File: src/rtl/msf_pkg.sv
package msf_pkg;
   typedef enum logic [1:0] {
      VERD_ABORT   = 2'd0,
      VERD_RAZWI   = 2'd1,
      VERD_PASS_S  = 2'd2,
      VERD_PASS_NS = 2'd3
   } verdict_e;

   typedef enum logic [1:0] {
      ST_IDLE = 2'd0,
      ST_WAIT = 2'd1,
      ST_RESP = 2'd2
   } xfer_st_e;
endpackage

File: src/rtl/msf_decide.sv
module msf_decide
   import msf_pkg::*;
(
   input  logic     exempt,
   input  logic     region_ns,
   input  logic     master_ns,
   input  logic     err_resp,
   output verdict_e verdict
);
   always_comb begin
      if (exempt)
         verdict = master_ns ? VERD_PASS_NS : VERD_PASS_S;
      else if (region_ns)
         verdict = VERD_PASS_NS;
      else if (!master_ns)
         verdict = VERD_PASS_S;
      else if (err_resp)
         verdict = VERD_ABORT;
      else
         verdict = VERD_RAZWI;
   end
endmodule

File: src/rtl/msf_lane_mask.sv
module msf_lane_mask #(
   parameter int DATA_W = 64,
   parameter int SIZE_W = 2
) (
   input  logic [SIZE_W-1:0] size,
   input  logic [DATA_W-1:0] din,
   output logic [DATA_W-1:0] dout
);
   localparam int LANES = DATA_W / 8;

   for (genvar g = 0; g < LANES; g++) begin : g_lane
      logic keep;
      assign keep = ((32'(g) >> size) == 32'd0);
      assign dout[g*8 +: 8] = keep ? din[g*8 +: 8] : 8'h00;
   end
endmodule

File: src/rtl/msf_irq.sv
module msf_irq (
   input  logic clk,
   input  logic rst_n,
   input  logic clr,
   input  logic set,
   output logic status
);
   always_ff @(posedge clk or negedge rst_n) begin
      if (!rst_n)
         status <= 1'b0;
      else if (clr)
         status <= 1'b0;
      else if (set)
         status <= 1'b1;
   end
endmodule

File: src/rtl/msf_xfer.sv
module msf_xfer
   import msf_pkg::*;
#(
   parameter int ADDR_W = 32,
   parameter int DATA_W = 64,
   parameter int SIZE_W = 2
) (
   input  logic              clk,
   input  logic              rst_n,
   input  logic              up_req,
   input  logic              up_wr,
   input  logic [ADDR_W-1:0] up_addr,
   input  logic [SIZE_W-1:0] up_size,
   input  logic [DATA_W-1:0] wdata_masked,
   input  verdict_e          verdict,
   output logic              up_ready,
   output logic              up_rsp_valid,
   output logic [DATA_W-1:0] up_rdata,
   output logic              up_err,
   output logic              violation,
   output logic              dn_req,
   output logic              dn_wr,
   output logic [ADDR_W-1:0] dn_addr,
   output logic [SIZE_W-1:0] dn_size,
   output logic [DATA_W-1:0] dn_wdata,
   output logic              dn_secure,
   input  logic              dn_rsp_valid,
   input  logic [DATA_W-1:0] rdata_masked,
   input  logic              dn_err
);
   xfer_st_e st;
   logic     accept;

   assign accept       = (st == ST_IDLE) && up_req;
   assign up_ready     = (st == ST_IDLE);
   assign up_rsp_valid = (st == ST_RESP);
   assign dn_req       = (st == ST_WAIT);
   assign violation    = accept && (verdict == VERD_ABORT);

   always_ff @(posedge clk or negedge rst_n) begin
      if (!rst_n) begin
         st        <= ST_IDLE;
         up_rdata  <= '0;
         up_err    <= 1'b0;
         dn_wr     <= 1'b0;
         dn_addr   <= '0;
         dn_size   <= '0;
         dn_wdata  <= '0;
         dn_secure <= 1'b0;
      end else begin
         unique case (st)
            ST_IDLE: begin
               if (up_req) begin
                  if (verdict == VERD_ABORT || verdict == VERD_RAZWI) begin
                     st       <= ST_RESP;
                     up_err   <= (verdict == VERD_ABORT);
                     up_rdata <= '0;
                  end else begin
                     st        <= ST_WAIT;
                     dn_wr     <= up_wr;
                     dn_addr   <= up_addr;
                     dn_size   <= up_size;
                     dn_wdata  <= wdata_masked;
                     dn_secure <= (verdict == VERD_PASS_S);
                  end
               end
            end
            ST_WAIT: begin
               if (dn_rsp_valid) begin
                  st       <= ST_RESP;
                  up_err   <= dn_err;
                  up_rdata <= rdata_masked;
               end
            end
            ST_RESP: st <= ST_IDLE;
            default: st <= ST_IDLE;
         endcase
      end
   end
endmodule

File: src/rtl/master_sec_filter.sv
module master_sec_filter
   import msf_pkg::*;
#(
   parameter int ADDR_W = 32,
   parameter int DATA_W = 64,
   localparam int LANES  = DATA_W / 8,
   localparam int SIZE_W = $clog2($clog2(LANES) + 1)
) (
   input  logic              clk,
   input  logic              rst_n,
   input  logic              cfg_master_ns,
   input  logic              cfg_err_resp,
   input  logic              irq_clr,
   output logic              irq,
   input  logic              attr_exempt,
   input  logic              attr_nonsec,
   input  logic              up_req,
   output logic              up_ready,
   input  logic              up_wr,
   input  logic [ADDR_W-1:0] up_addr,
   input  logic [SIZE_W-1:0] up_size,
   input  logic [DATA_W-1:0] up_wdata,
   output logic              up_rsp_valid,
   output logic [DATA_W-1:0] up_rdata,
   output logic              up_err,
   output logic              dn_req,
   output logic              dn_wr,
   output logic [ADDR_W-1:0] dn_addr,
   output logic [SIZE_W-1:0] dn_size,
   output logic [DATA_W-1:0] dn_wdata,
   output logic              dn_secure,
   input  logic              dn_rsp_valid,
   input  logic [DATA_W-1:0] dn_rdata,
   input  logic              dn_err
);
   if (DATA_W != 16 && DATA_W != 32 && DATA_W != 64) begin : g_bad_data_w
      $error("master_sec_filter: DATA_W must be 16, 32 or 64");
   end
   if (ADDR_W < 1 || ADDR_W > 64) begin : g_bad_addr_w
      $error("master_sec_filter: ADDR_W out of range");
   end

   verdict_e          verdict;
   logic              violation;
   logic [DATA_W-1:0] wdata_masked;
   logic [DATA_W-1:0] rdata_masked;

   msf_decide u_decide (
      .exempt    (attr_exempt),
      .region_ns (attr_nonsec),
      .master_ns (cfg_master_ns),
      .err_resp  (cfg_err_resp),
      .verdict   (verdict)
   );

   msf_lane_mask #(.DATA_W(DATA_W), .SIZE_W(SIZE_W)) u_wmask (
      .size (up_size),
      .din  (up_wdata),
      .dout (wdata_masked)
   );

   msf_lane_mask #(.DATA_W(DATA_W), .SIZE_W(SIZE_W)) u_rmask (
      .size (dn_size),
      .din  (dn_rdata),
      .dout (rdata_masked)
   );

   msf_xfer #(.ADDR_W(ADDR_W), .DATA_W(DATA_W), .SIZE_W(SIZE_W)) u_xfer (
      .clk          (clk),
      .rst_n        (rst_n),
      .up_req       (up_req),
      .up_wr        (up_wr),
      .up_addr      (up_addr),
      .up_size      (up_size),
      .wdata_masked (wdata_masked),
      .verdict      (verdict),
      .up_ready     (up_ready),
      .up_rsp_valid (up_rsp_valid),
      .up_rdata     (up_rdata),
      .up_err       (up_err),
      .violation    (violation),
      .dn_req       (dn_req),
      .dn_wr        (dn_wr),
      .dn_addr      (dn_addr),
      .dn_size      (dn_size),
      .dn_wdata     (dn_wdata),
      .dn_secure    (dn_secure),
      .dn_rsp_valid (dn_rsp_valid),
      .rdata_masked (rdata_masked),
      .dn_err       (dn_err)
   );

   msf_irq u_irq (
      .clk    (clk),
      .rst_n  (rst_n),
      .clr    (irq_clr),
      .set    (violation),
      .status (irq)
   );
endmodule

File: config.mk
export PLATFORM = sky130hd
export DESIGN_NAME = master_sec_filter
export DESIGN_NICKNAME = d
export VERILOG_FILES = /design/src/rtl/msf_pkg.sv /design/src/rtl/msf_decide.sv /design/src/rtl/msf_lane_mask.sv /design/src/rtl/msf_irq.sv /design/src/rtl/msf_xfer.sv /design/src/rtl/master_sec_filter.sv
export SDC_FILE = /design/constraint.sdc
export NUM_CORES = 1
export LEC_CHECK = 0
export ABC_AREA = 1
export BUFFER_PORTS_ARGS = -buffer_cell sky130_fd_sc_hd__buf_2
export CORE_MARGIN = 2
export CORE_UTILIZATION = 35
export CTS_CLUSTER_DIAMETER = 200
export DETAILED_ROUTE_END_ITERATION = 10
export GPL_TIMING_DRIVEN = 0
export PLACE_DENSITY = 0.65
export SYNTH_ARGS = -nofsm -noshare
export SYNTH_HDL_FRONTEND = slang
export SYNTH_SLANG_ARGS = --single-unit
File: constraint.sdc
create_clock -name clk -period 1.2 [get_ports clk]
set_input_delay 0.24 -clock clk [delete_from_list [all_inputs] [get_ports clk]]
set_output_delay 0.24 -clock clk [all_outputs]
set_load 0.02 [all_outputs]
# ---- Word-level counts from Yosys, hierarchy flattened
# Index checks and enable logic that the tools add are counted.
# Widths: inputs -> output; s select.
dict set report op_classes {
  eq_ne 7
  shifts 16
  muxes 35
  bitwise_logic 1
  reduce_logical 26
}
# op count
set ops {}
lappend ops {{$logic_not 32->1} 16}
lappend ops {{$shr 3x2->32 const A} 8}
lappend ops {{$mux 64} 3}
lappend ops {{$mux 8} 16}
lappend ops {{$pmux 64 s2} 1}
lappend ops {{$shr 1x2->32 const A} 4}
lappend ops {{$shr 2x2->32 const A} 4}
lappend ops {{$mux 2} 6}
lappend ops {{$mux 1} 7}
lappend ops {{$eq 2x1->1 const B} 2}
lappend ops {{$eq 2x2->1 const B} 2}
lappend ops {{$logic_not 2->1} 2}
lappend ops {{$ne 2x1->1 const B} 2}
lappend ops {{$pmux 2 s2} 1}
lappend ops {{$reduce_and 4->1} 1}
lappend ops {{$reduce_bool 2->1} 2}
lappend ops {{$reduce_and 3->1} 1}
lappend ops {{$logic_and 1x1->1} 2}
lappend ops {{$ne 2x2->1 const B} 1}
lappend ops {{$pmux 1 s2} 1}
lappend ops {{$reduce_and 2->1} 1}
lappend ops {{$logic_or 1x1->1} 1}
lappend ops {{$not 1->1} 1}
dict set report word_totals {
  register_bits 168
  out_inout_bits 169
  wordCells 94
}

# ---- Longest topological paths before layout
dict set report logic_depth {
  word_depth 9
  mapped_depth 8
}

# ---- Modules after synthesis
# A second synthesis with hierarchy kept.
dict set report unflattened {
  cells_unflattened 986
  area_unflattened_um2 7907.6
}
# module instances cells_each area_each_um2 seq_area_each_um2
set by_module_without_submodules {}
lappend by_module_without_submodules {msf_xfer 1 723 6585.1 4179.0}
lappend by_module_without_submodules {msf_lane_mask 2 127 630.6 0.0}
lappend by_module_without_submodules {msf_irq 1 3 32.5 25.0}
lappend by_module_without_submodules {msf_decide 1 6 28.8 0.0}

# ---- Least setup slack after synthesis
# OpenSTA, ideal clock, no wires.
dict set report synth_timing {
  path_type {register to register}
  from {register u_xfer.st[0]}
  to {register u_xfer.dn_addr[0]}
  setup_time_ps 116
  t_arrival_ps 1322
  slack_ps -238
  stages_incl_launch_ff 9
  n_path_buf 2
  path_cell_list {dfrtp_1 nor2_2 nand2_1 inv_2 nand2_4 buf_6 buf_2 nand2_1 nand2_1}
}
dict set report synth_via {
  elab_chain_len 2
}
# item line_no
set synth_lines {}
lappend synth_lines {{from (decl)} msf_xfer.sv:31} ;# xfer_st_e st;
lappend synth_lines {{from (signal assigned)} msf_xfer.sv:42} ;# st <= ST_IDLE;
lappend synth_lines {{from (signal assigned)} msf_xfer.sv:55} ;# st <= ST_RESP;
lappend synth_lines {{from (signal assigned)} msf_xfer.sv:59} ;# st <= ST_WAIT;
lappend synth_lines {{$logic_not 2->1} --}
lappend synth_lines {{via up_ready} master_sec_filter.sv:18} ;# output logic up_ready,
lappend synth_lines {{$reduce_and 3->1 (no line)} --}
lappend synth_lines {{to (signal assigned)} msf_xfer.sv:61} ;# dn_addr <= up_addr;
lappend synth_lines {{to (decl)} msf_xfer.sv:23} ;# output logic [ADDR_W-1:0] dn_addr,
# The timed path passes the listed nets, and every way through them passes these cells.
# A chain may end at the register's enable or synchronous reset.

# ---- Worst setup path after layout
dict set report layout_timing {
  from {register u_xfer.st[0]}
  to {register u_xfer.dn_wdata[61]}
}
dict set report layout_via {
  elab_chain_len 2
}
# item line_no
set layout_lines {}
lappend layout_lines {{$logic_not 2->1} msf_xfer.sv:51} ;# unique case (st)
lappend layout_lines {{$reduce_and 3->1 (no line)} --}
lappend layout_lines {{to (signal assigned)} msf_xfer.sv:63} ;# dn_wdata <= wdata_masked;
lappend layout_lines {{to (decl)} msf_xfer.sv:25} ;# output logic [DATA_W-1:0] dn_wdata,
# Every way passes these cells.

==> flow_summary.ini <==
[grt]
grt_pass1_vias = 6953
grtUsageTotal_pct = 21.7
grt_max_degree = 88
grt.overflow.total = 0
grt_antenna_before_repair = 1
grt_pass1_wl_mm = 37.0

[place]
gp_congestion = 0.833
port_buffers = 340
dp_cells = 1352
dp_hpwl_mm = 16.0
dpl-instance-area_um2 = 9170

[setup_path]
cp_num_cells = 9
cp-endpoint = u_xfer.dn_wdata[61]
r2r_slack_ps = -370
critPathTopFamily = buffers and inverters
ff2ff_path_depth = 9
slowest_stage = dfrtp_2
critPathMaxStageDelay_ps = 430
arrival_ps = 1880
cp_num_buf_inv = 4
reg2reg_to = u_xfer.dn_wdata[61]
crit_chain = buf_6 -> nor2_4 -> nand2_4 -> inv_4 -> nand2_8 -> clkbuf_16 -> buf_8 -> nand2_1 -> o21ai_2
crit_type = register to register
cp-start-kind = register
timing.rr.start = u_xfer.st[0]
worstSetupEndpointType = register
required_ps = 1510
critPathMaxFanout = 10
worstSetupStartpoint = u_xfer.st[0]

[synthesis]
synth_fp_nets = 919
yosysWarnings = 0
avgSynthCellArea_um2 = 9.45
ys_ff_latch = 168
synthDistinctLibCells = 21
syn_area_um2 = 7050
seq_area_frac_synth_pct = 59.6
netlist_instances = 746

[sta]
fin_hold_ws_ps = -229
finalHoldViolCount = 81
fin_skew_ps = 12.4
max_slew_margin_pct = 56.1
final-setup-viol-count = 236
rsz0062_at_grt = yes
min_period_ps = 1570
setup_slack_ps = -368
fmax_mhz = 638
tightest_slew_ps = 659
drv_slew = 0
period_share_pct = 131

[cts]
cts_tree = built
clock-root-buffer = clkbuf_16
cts.sinks = 168
ctsHoldBuffers = 14
cts.reportedPaths.clkPinSlew_ps = 80
cts-buffers-inserted = 17
insertion_delay_ps = 430
htree_levels = 4
clockBufferDepth = 2

[drt]
wirelength_mm = 25.2
final_antenna_net_count = 0
vias = 7124
viasPerCell = 4.73
first_iter_violations = 306
drt_pass1_iterations = 4
routedWlPerCell_um = 16.8
drc = 0

[flow_run]
maxCapViolations = 0

[final_layout]
regArea_um2 = 4210
final_common_cell = nand2_1
nNetsFinal = 1400
fillers = 1511
areaGrowthSynthToFinish_pct = 76.9
fin_cells = 1506
drive_above_1_share_pct = 56.3
final_area_um2 = 12500
final_cell_mix = nand2_1 (285), buf_6 (185), buf_2 (176)
multi_input_area_um2 = 2800

[pwr]
power_density_nw_per_um2 = 2610
power_leakage_nw = 6.40
max-vdd-ir-drop_uv = 1390

[status]
outcome = complete, but fails checks
violations = hold timing, setup timing

[floorplanning]
start_util_pct = 36.0
ios = 342
die_w_um = 146
row_count = 51
die_h_um = 146
core_area_um2 = 19600
die_area_um2 = 21300

[min_path]
hp-class = input pin to async pin
-- per-layer routing --
| metal | track usage, % | vias to the layer above | wire length, um |
|---|---|---|---|
| met3 | 6.05 | 39 | 1800 |
| met5 | 0 | - | 0 |
| met4 | 7.11 | 0 | 602 |
| li1 | - | 3332 | - |
| met2 | 37.3 | 299 | 13000 |
| met1 | 26.3 | 3454 | 9830 |
-- sequential cells by signal, indices dropped and copies added, names as in the netlist --
| signal | cells |
|---|---|
| u_xfer.dn_wdata | 64 |
| u_xfer.up_rdata | 64 |
| u_xfer.dn_addr | 32 |
| u_xfer.dn_size | 2 |
| u_xfer.st | 2 |
| u_irq.status | 1 |
| u_xfer.dn_secure | 1 |
| u_xfer.dn_wr | 1 |
| u_xfer.up_err | 1 |
-- cells in the mapped netlist, drive strengths merged --
master / instances / share of area, %
nand2: 363 / 19
dfrtp: 168 / 60
o21ai: 123 / 13
buf: 40 / 5.0
nand3: 26 / 1.8
clkbuf: 10 / 0.55
inv: 7 / 0.37
nor2: 5 / 0.34
or2: 2 / 0.18
a21oi: 1 / 0.071
clkinv: 1 / 0.053
-- cell type report --
class	instances	area share (%)
diodes	1	0.0201
repair buffers	464	31.2
well taps	265	2.66
clock inverters	13	1.68
plain buffers	48	4.29
inverters	8	0.321
clock buffers	19	3.63
flip-flops and latches	168	33.7
multi-input cells	520	22.4
-- worst reg2reg max path, stage by stage (launching register included) --
cell       delay [ps]
dfrtp_2           430
buf_6             130
nor2_4            160
nand2_4            90
inv_4              80
nand2_8            90
clkbuf_16         190
buf_8             150
nand2_1            80
o21ai_2            60
-- kinds of logic after synthesis --
family          Yosys count  share of synthesized area [%]
buf+inv                  58                           5.98
flops                   168                           59.6
simple gates            396                           21.8
compound gates          124                           12.6
-- worst min path at each step --
stage	from	endpoint	slack, ps
detailed placement	rst_n	u_xfer.up_rdata[9]	270
CTS	rst_n	u_xfer.up_rdata[9]	-190
global placement	irq_clr	u_irq.status	390
finish	rst_n	u_xfer.up_rdata[9]	-230
global route	rst_n	u_xfer.up_rdata[9]	-180
floorplan	rst_n	u_irq.status	-60
-- power by group --
group | switching (mW) | total (mW) | internal, mW
registers | 1.62 | 9.28 | 7.66
logic | 8.58 | 17.0 | 8.45
clock network | 2.54 | 6.21 | 3.68
total | 12.7 | 32.5 | 19.8
-- what timing repair did --
action | 4_1_cts | 5_1_grt
resized for setup | 391 | 126
cloned | 2 | 5
hold endpoints to repair | 95 | 81
setup endpoints to repair | 335 | 336
setup buffers | 53 | 52
pin swaps | 2 | 6
-- metrics by stage --
stage	TNS (ps)	hold slack [ps]	util [%]	setup slack (ps)	power [mW]
global placement	-515640	392	46.6	-3180	19.6
floorplan	-14730	-55.6	-	-107	15.6
detailed placement	-34580	269	46.8	-409	19.7
global route	-68990	-181	63.7	-429	34.0
CTS	-49360	-195	59.3	-319	30.4
finish	-53140	-229	63.7	-368	32.5
Power figures use the tool's default switching activity.
